[src/rtl/irq_agg_pkg.sv]
package irq_agg_pkg;
   localparam int MAX_LINES = 32;
   localparam int CW        = 3;   // bits per line in the source-count map

   typedef enum logic [1:0] {K_IDLE, K_ONE, K_TWO, K_OPEN} key_st_e;

   function automatic logic [MAX_LINES*CW-1:0] def_map();
      logic [MAX_LINES*CW-1:0] m;
      m = '0;
      for (int i = 0; i < MAX_LINES; i++) begin
         case (i)
            4:                                         m[i*CW +: CW] = 3'd2;
            5:                                         m[i*CW +: CW] = 3'd3;
            6, 7:                                      m[i*CW +: CW] = 3'd4;
            16, 17, 20, 21, 22, 23, 24, 27, 30, 31:    m[i*CW +: CW] = 3'd0;
            default:                                   m[i*CW +: CW] = 3'd1;
         endcase
      end
      return m;
   endfunction

   localparam logic [MAX_LINES*CW-1:0] DEF_MAP = def_map();

   function automatic int count_src(input logic [MAX_LINES*CW-1:0] m, input int upto);
      int s;
      s = 0;
      for (int i = 0; i < upto; i++) s += int'(m[i*CW +: CW]);
      return s;
   endfunction
endpackage

[src/rtl/irq_sync.sv]
module irq_sync #(
   parameter int W      = 1,
   parameter int STAGES = 2
) (
   input  logic         clk,
   input  logic         rst_n,
   input  logic [W-1:0] d,
   output logic [W-1:0] q
);
   logic [W-1:0] st [STAGES];

   if (STAGES < 2) begin : g_bad_stages
      $error("irq_sync needs at least two stages");
   end

   always_ff @(posedge clk or negedge rst_n) begin
      if (!rst_n) begin
         for (int i = 0; i < STAGES; i++) st[i] <= '0;
      end else begin
         st[0] <= d;
         for (int i = 1; i < STAGES; i++) st[i] <= st[i-1];
      end
   end

   assign q = st[STAGES-1];
endmodule

[src/rtl/irq_key_lock.sv]
module irq_key_lock
   import irq_agg_pkg::*;
#(
   parameter logic [7:0] KEY0 = 8'h59,
   parameter logic [7:0] KEY1 = 8'h16,
   parameter logic [7:0] KEY2 = 8'h88
) (
   input  logic       clk,
   input  logic       rst_n,
   input  logic       key_wr,
   input  logic [7:0] key_byte,
   input  logic       relock,
   output logic       open_o
);
   key_st_e st_q, st_d;

   always_comb begin
      st_d = st_q;
      if (relock) begin
         st_d = K_IDLE;
      end else if (key_wr) begin
         case (st_q)
            K_IDLE:  st_d = (key_byte == KEY0) ? K_ONE  : K_IDLE;
            K_ONE:   st_d = (key_byte == KEY1) ? K_TWO  : K_IDLE;
            K_TWO:   st_d = (key_byte == KEY2) ? K_OPEN : K_IDLE;
            default: st_d = K_OPEN;
         endcase
      end
   end

   always_ff @(posedge clk or negedge rst_n) begin
      if (!rst_n) st_q <= K_IDLE;
      else        st_q <= st_d;
   end

   assign open_o = (st_q == K_OPEN);

   // the key opens only right after its last byte is written
   p_open_on_last_r8: assert property (@(posedge clk) disable iff (!rst_n)
      $rose(open_o) |-> $past(key_wr && key_byte == KEY2));

   // a relock request always closes the key
   p_relock_r9: assert property (@(posedge clk) disable iff (!rst_n)
      relock |=> !open_o);
endmodule

[src/rtl/irq_agg.sv]
module irq_agg
   import irq_agg_pkg::*;
#(
   parameter int                         NLINES  = 32,
   parameter int                         ID_W    = 4,
   parameter int                         ADDR_W  = 6,
   parameter int                         SYNC_ST = 2,
   parameter logic [MAX_LINES*CW-1:0]    SRC_MAP = DEF_MAP,
   parameter int                         NSRC    = count_src(SRC_MAP, NLINES)
) (
   input  logic              clk,
   input  logic              rst_n,
   input  logic [NSRC-1:0]   src_i,
   input  logic              wr_i,
   input  logic              rd_i,
   input  logic [ADDR_W-1:0] addr_i,
   input  logic [31:0]       wdata_i,
   output logic [31:0]       rdata_o,
   output logic [NLINES-1:0] irq_o,
   output logic              nmi_o
);
   localparam int SEL_W = $clog2(NLINES);
   localparam int EN_B  = 8;
   localparam logic [ADDR_W-1:0] A_CTRL = ADDR_W'(MAX_LINES);
   localparam logic [ADDR_W-1:0] A_SW   = ADDR_W'(MAX_LINES + 1);
   localparam logic [ADDR_W-1:0] A_KEY  = ADDR_W'(MAX_LINES + 2);

   if (NLINES > MAX_LINES || NLINES < 2) begin : g_bad_lines
      $error("NLINES out of range");
   end
   if (ID_W > 32 || ID_W < 1) begin : g_bad_idw
      $error("ID_W out of range");
   end
   if (ADDR_W < 6) begin : g_bad_addr
      $error("ADDR_W too small for the register map");
   end
   if (NSRC < 1) begin : g_bad_nsrc
      $error("at least one source is needed");
   end

   logic [NSRC-1:0]   src_s;
   logic [ID_W-1:0]   ident [NLINES];
   logic [NLINES-1:0] hw_line;
   logic [NLINES-1:0] swreq_q;
   logic [SEL_W-1:0]  sel_q;
   logic              en_q;
   logic              unlocked;
   logic [31:0]       rd_mux;

   wire wr_ctrl = wr_i && (addr_i == A_CTRL);
   wire wr_sw   = wr_i && (addr_i == A_SW);
   wire wr_key  = wr_i && (addr_i == A_KEY);

   irq_sync #(.W(NSRC), .STAGES(SYNC_ST)) u_sync (
      .clk(clk), .rst_n(rst_n), .d(src_i), .q(src_s)
   );

   irq_key_lock u_key (
      .clk(clk), .rst_n(rst_n), .key_wr(wr_key), .key_byte(wdata_i[7:0]),
      .relock(wr_ctrl && unlocked), .open_o(unlocked)
   );

   for (genvar g = 0; g < NLINES; g++) begin : g_line
      localparam int CNT  = int'(SRC_MAP[g*CW +: CW]);
      localparam int BASE = count_src(SRC_MAP, g);
      if (CNT > ID_W) begin : g_bad_cnt
         $error("line source count exceeds ID_W");
      end
      if (CNT == 0) begin : g_rsv
         assign ident[g] = '0;
         // a sourceless line rises only from a software request
         p_rsv_quiet_r3: assert property (@(posedge clk) disable iff (!rst_n)
            irq_o[g] |-> $past(swreq_q[g]));
      end else begin : g_used
         assign ident[g] = ID_W'(src_s[BASE +: CNT]);
      end
      assign hw_line[g] = |ident[g];
   end

   always_ff @(posedge clk or negedge rst_n) begin
      if (!rst_n) begin
         sel_q   <= '0;
         en_q    <= 1'b0;
         swreq_q <= '0;
         irq_o   <= '0;
      end else begin
         if (wr_ctrl) begin
            sel_q <= wdata_i[SEL_W-1:0];
            if (unlocked) en_q <= wdata_i[EN_B];
         end
         if (wr_sw) swreq_q <= swreq_q ^ wdata_i[NLINES-1:0];
         irq_o <= hw_line | swreq_q;
      end
   end

   assign nmi_o = en_q && (32'(sel_q) < NLINES) && irq_o[sel_q];

   always_comb begin
      rd_mux = '0;
      for (int i = 0; i < NLINES; i++) begin
         if (addr_i == ADDR_W'(i)) rd_mux = 32'(ident[i]);
      end
      if (addr_i == A_CTRL) rd_mux = 32'(sel_q) | (32'(en_q) << EN_B);
      if (addr_i == A_SW)   rd_mux = 32'(swreq_q);
      if (addr_i == A_KEY)  rd_mux = 32'(unlocked);
   end

   always_ff @(posedge clk or negedge rst_n) begin
      if (!rst_n)    rdata_o <= '0;
      else if (rd_i) rdata_o <= rd_mux;
   end

   // no NMI without the enable
   p_nmi_gate_r6: assert property (@(posedge clk) disable iff (!rst_n)
      !en_q |-> !nmi_o);
   // a locked control write cannot move the enable
   p_en_locked_r7: assert property (@(posedge clk) disable iff (!rst_n)
      (wr_ctrl && !unlocked) |=> $stable(en_q));
   // a zero write leaves the request register unchanged
   p_sw_zero_r4: assert property (@(posedge clk) disable iff (!rst_n)
      (wr_sw && wdata_i == '0) |=> $stable(swreq_q));
   // a pending software request always reaches the output
   p_sw_reach_r5: assert property (@(posedge clk) disable iff (!rst_n)
      (|swreq_q) |=> (|irq_o));
   // read data holds between read strobes
   p_rdata_hold_r10: assert property (@(posedge clk) disable iff (!rst_n)
      !rd_i |=> $stable(rdata_o));
endmodule

[config.mk]
export PLATFORM = sky130hd
export DESIGN_NAME = irq_agg
export DESIGN_NICKNAME = d
export VERILOG_FILES = /design/src/rtl/irq_agg_pkg.sv /design/src/rtl/irq_sync.sv /design/src/rtl/irq_key_lock.sv /design/src/rtl/irq_agg.sv
export SDC_FILE = /design/constraint.sdc
export NUM_CORES = 1
export LEC_CHECK = 0
export BUFFER_PORTS_ARGS = -buffer_cell sky130_fd_sc_hd__clkbuf_2
export CORE_MARGIN = 4
export CORE_UTILIZATION = 45
export CTS_CLUSTER_SIZE = 20
export DETAILED_ROUTE_END_ITERATION = 10
export PLACE_DENSITY_LB_ADDON = 0.15
export SLEW_MARGIN = 10
export SYNTH_ARGS = -nofsm -noshare
export SYNTH_HDL_FRONTEND = slang
export SYNTH_SLANG_ARGS = --single-unit
[constraint.sdc]
create_clock -name clk -period 2.2 [get_ports clk]
set_clock_uncertainty 0.05 [all_clocks]
set_input_delay 0.11 -clock clk [delete_from_list [all_inputs] [get_ports clk]]
set_output_delay 0.11 -clock clk [all_outputs]
set_load 0.005 [all_outputs]
Word level (Yosys, flattened, before mapping)
Cells that the tools add are included.
Operators by class
  $lt $le $gt $ge: 1
  equal/unequal tests: 40
  multiplexer cells: 43
  bitwise logic cells: 3
  reductions and logical operators: 13
Operators with widths (count)
  $mux 32: 8
  $eq 6x5->1 const B: 16
  $mux 4: 21
  $eq 6x4->1 const B: 8
  $or 30x32->32: 1
  $xor 32x32->32: 1
  $eq 6x3->1 const B: 4
  $eq 6x6->1 const B: 3
  $eq 6x2->1 const B: 2
  $mux 2: 5
  $or 5x9->9: 1
  $eq 8x5->1 const B: 1
  $eq 8x7->1 const B: 1
  $eq 8x8->1 const B: 1
  $reduce_or 4->1: 2
  $eq 6x1->1 const B: 1
  $logic_not 6->1: 1
  $lt 5x6->1 const B: 1
  $mux 1: 6
  $pmux 2 s3: 1
  $bmux 1 s5: 1
  $logic_and 1x1->1: 5
  $eq 2x2->1 const B: 2
  $mux 3: 1
  6 further kinds: 6
Storage, ports and cells
  register bits: 166
  input bits: 73
  output and inout bits: 65
  word-level logic and storage cells: 108

Logic depth before layout (Yosys ltp)
  depth in word-level cells: 36
  gate-level depth with buffers: 8
  depth with buffers taken out: 5

Hierarchy
From an unflattened synthesis, not the netlist that was laid out.
Unflattened totals
  cells, all modules: 517
  area, all modules: 6720.2 um^2
Modules (own cells, without submodules)
  irq_agg: instances 1, cells an instance 402, area each 4729.5 um^2, sequential area each 2552.4 um^2
  irq_sync: instances 1, cells an instance 93, area each 1784.2 um^2, sequential area each 1551.5 um^2
  irq_key_lock: instances 1, cells an instance 22, area each 206.4 um^2, sequential area each 50.0 um^2

Worst setup path before layout
Ideal clock, no wire load.
  path kind: register to output
  start: reg sel_q[0]
  end: out nmi_o
  arrival time: 1.672 ns
  data required time: 2.040 ns
  setup slack: 0.368 ns
  cell stages (with the launch flop): 6
  path buffers: 1
  cell sequence: dfrtp_1 buf_2 mux4_2 mux4_2 nand3_1 nand2_1
Between the ends
  word-level cells in the longest chain between the ends: 3
RTL lines
  from (decl): RTL line irq_agg.sv:45  | logic [SEL_W-1:0] sel_q;
  from (signal assigned): RTL line irq_agg.sv:88  | sel_q <= wdata_i[SEL_W-1:0];
  $bmux 1 s5: RTL line irq_agg.sv:96  | assign nmi_o = en_q && (32'(sel_q) < NLINES) && irq_o[sel_q];
  $mux 1 (implied by the code): RTL line irq_agg.sv:96
  $logic_and 1x1->1: RTL line irq_agg.sv:96
  to (decl): RTL line irq_agg.sv:20  | output logic nmi_o
Every way passes these cells. The select of a mux whose other input is x is not followed.

Final worst setup path
Same ends and word-level chain as after synthesis.

==> flow_metrics.py <==
metrics = {
    "status": {
        "status": "complete, but fails checks",
        "violations": "setup timing",
    },
    "finish": {
        "layout_commonest_cell": "dfrtp_1",
        "seq_area_mm2": 0.004154,
        "fill_cells": 1028,
        "final_cell_mix": "dfrtp_1, clkbuf_2, dlygate4sd3_1",
        "diodes": 0,
        "syn2layout_area_growth_pct": 37.84,
        "drive_above_1_share_pct": 36.09,
        "multi_input_area_mm2": 0.001794,
        "fin_util_pct": 63.06,
        "final_nets": 715,
    },
    "route": {
        "avgRoutedWirePerCell_um": 18.42,
        "drc": 0,
        "vias_per_cell": 5.073,
        "first_iter_violations": 264,
        "dr.pass1.iters": 5,
        "wl_um": 15290,
        "vias": 4211,
        "antenna_left": 0,
    },
    "sta": {
        "tightest_slew_ns": 0.5720,
        "final_max_slew_viol_count": 0,
        "setup_viol": 1,
        "fin_tns_setup_ns": -0.1477,
        "fin_crit_ns": 2.348,
        "setup_ws_ns": -0.1477,
        "rsz0062_at_grt": "yes",
        "fmax_mhz": 425.9,
        "hold_violations": 0,
        "holdWs_ns": 0.1726,
        "fin_crit_sh_pct": 106.7,
        "maxSlewHeadroom_pct": 60.88,
    },
    "critical_path": {
        "reg2reg_slack_ns": 0.16,
        "path_max_fanout": 4,
        "arrival_ns": 2.19,
        "startpoint_type": "register",
        "required_ns": 2.04,
        "worstSetupEndpointType": "output port",
        "worstSetupPathType": "register to output port",
    },
    "placed_design": {
        "portBuffers": 137,
        "dp_slack_ns": 0.2945,
        "gp_congestion": 0.8786,
        "dp_hpwl_um": 10880,
    },
    "synth": {
        "avgSynthCellArea_um2": 14.44,
        "synth_top_area_cell": "dfrtp_1",
        "yosys_warnings": 0,
        "ys.flop_type": "dfrtp_1",
        "seq_area_frac_synth_pct": 68.84,
        "yosys.cell_types.count": 50,
        "syn-cell-area_mm2": 0.006035,
        "synthCells": 418,
        "synth_edf_count": 0,
        "ys_async_sr_fraction_pct": 100.0,
        "syn_nets": 491,
        "synth.area.top_cells": "dfrtp_1, xnor2_1, mux4_2, a22o_1, nand2_1",
        "synth_top_area_share_pct": 68.84,
        "synth_seq_cells": 166,
    },
    "die": {
        "dieWidth_um": 123.8,
        "die_area_mm2": 0.01533,
        "initial_utilization_pct": 45.75,
        "die_height_um": 123.8,
        "rows": 42,
        "io_pins": 138,
        "coreArea_mm2": 0.01319,
    },
    "clock_network": {
        "cts_max_level": 4,
        "cts_tree": "built",
        "cts_buffers": 17,
        "cts.sinks": 166,
        "clkLatencyLatePin_ns": 0.43,
        "clockRootBuffer": "clkbuf_16",
        "clockBufferDepth": 2,
        "clk_pin_slew_worst_paths_ns": 0.07,
    },
    "power_and_ir_drop": {
        "p_leak_nw": 3.887,
        "p_total_mw": 7.193,
        "irDropWorstVdd_mv": 0.7163,
        "power_density_mw_per_mm2": 864.7,
    },
    "global_routing": {
        "first_global_vias": 4388,
        "grt_pass1_wl_um": 24030,
        "grt_remaining_overflow": 0,
        "grt_use_total_pct": 21.59,
        "antenna_found_initial": 0,
        "grt_max_degree": 65,
    },
    "worst_hold_path": {
        "min_path_type": "input pin to register",
    },
    "run": {
        "maxCapViolations": 0,
    },
}
==> where the power goes <==
part | total, mW | switching (mW) | internal, mW
Combinational | 0.692 | 0.282 | 0.410
Sequential | 3.52 | 0.228 | 3.30
Clock | 2.98 | 1.27 | 1.70
==> kinds of logic (layout without fill, tap and decap cells) <==
family / Yosys count / count (layout) / share of synthesized area [%]
DFF: 166 / 166 / 68.84
and+or+nand+nor: 112 / 112 / 10.10
xor gates and xnor gates: 32 / 32 / 4.644
muxes: 24 / 24 / 6.739
buffers and inverters: 21 / 257 / 1.514
AOI/OAI and AO/OA: 63 / 63 / 8.169
==> worst max-delay path, stage by stage, from the launching register on <==
cell	delay (ns)
dfrtp_1	0.36
buf_4	0.16
mux4_2	0.49
mux4_2	0.48
nand3b_1	0.10
nand2_1	0.07
clkbuf_2	0.11
==> cells in the mapped netlist, drive strengths merged (2+ instances only) <==
master	count
a2111oi	3
a21oi	5
a221o	2
a221oi	3
a22o	26
a22oi	2
a31oi	4
and2	2
and3	4
buf	8
clkbuf	10
dfrtp	166
inv	3
mux2	10
mux2i	2
mux4	12
nand2	46
nand2b	3
nand3	2
nor2	9
nor2b	6
nor3	9
nor3b	3
nor4	3
o211ai	4
o21ai	4
o21bai	2
o22ai	2
or2	18
xnor2	32
==> stage by stage <==
step	instances	cell area, um2
after global placement	732	7047
after floorplan	418	6035
after detailed placement	732	7047
final	830	8318
after CTS	829	8305
after global routing	830	8318
==> registers in the layout, indices dropped and copies added (netlist names) <==
name,cells
rdata_o,32
u_key.st_q,2
u_sync.st,31
sel_q,5
swreq_q,32
irq_o,32
en_q,1
u_sync.q,31
==> what timing repair did <==
action	CTS	global route
pin swaps	0	1
hold buffers	66	0
endpoints found under the hold margin	136	0
resized for setup	1	1
setup buffers	0	1
cloned	0	0
setup endpoints to repair	1	1
==> layout make-up <==
type	instances	share of cell area, %
well taps	176	2.647
multi-input cells	231	21.57
repair buffers	223	18.56
flip-flops and latches	166	49.94
inverters	3	0.1354
clock buffers	17	5.114
clock inverters	14	2.031
==> final timing paths <==
kind | depth (start not counted) | startpoint | to
worst max-delay path | 6 | sel_q[0] | nmi_o
worst min-delay path | 4 | addr_i[4] | rdata_o[1]
worst max register to register | 5 | u_sync.q[19] | rdata_o[0]
worst min register to register | 0 | u_sync.st[57] | u_sync.q[26]
max in group asynchronous | 3 | rst_n | u_sync.st[38]
min in group asynchronous | 2 | rst_n | rdata_o[16]
==> per-layer routing <==
metal	track usage, %	share of wire (%)
met3	4.723	5.5
met4	9.619	2.3
met1	28.70	43
met5	0	0
met2	34.27	49
(Power assumes the default switching activity.)
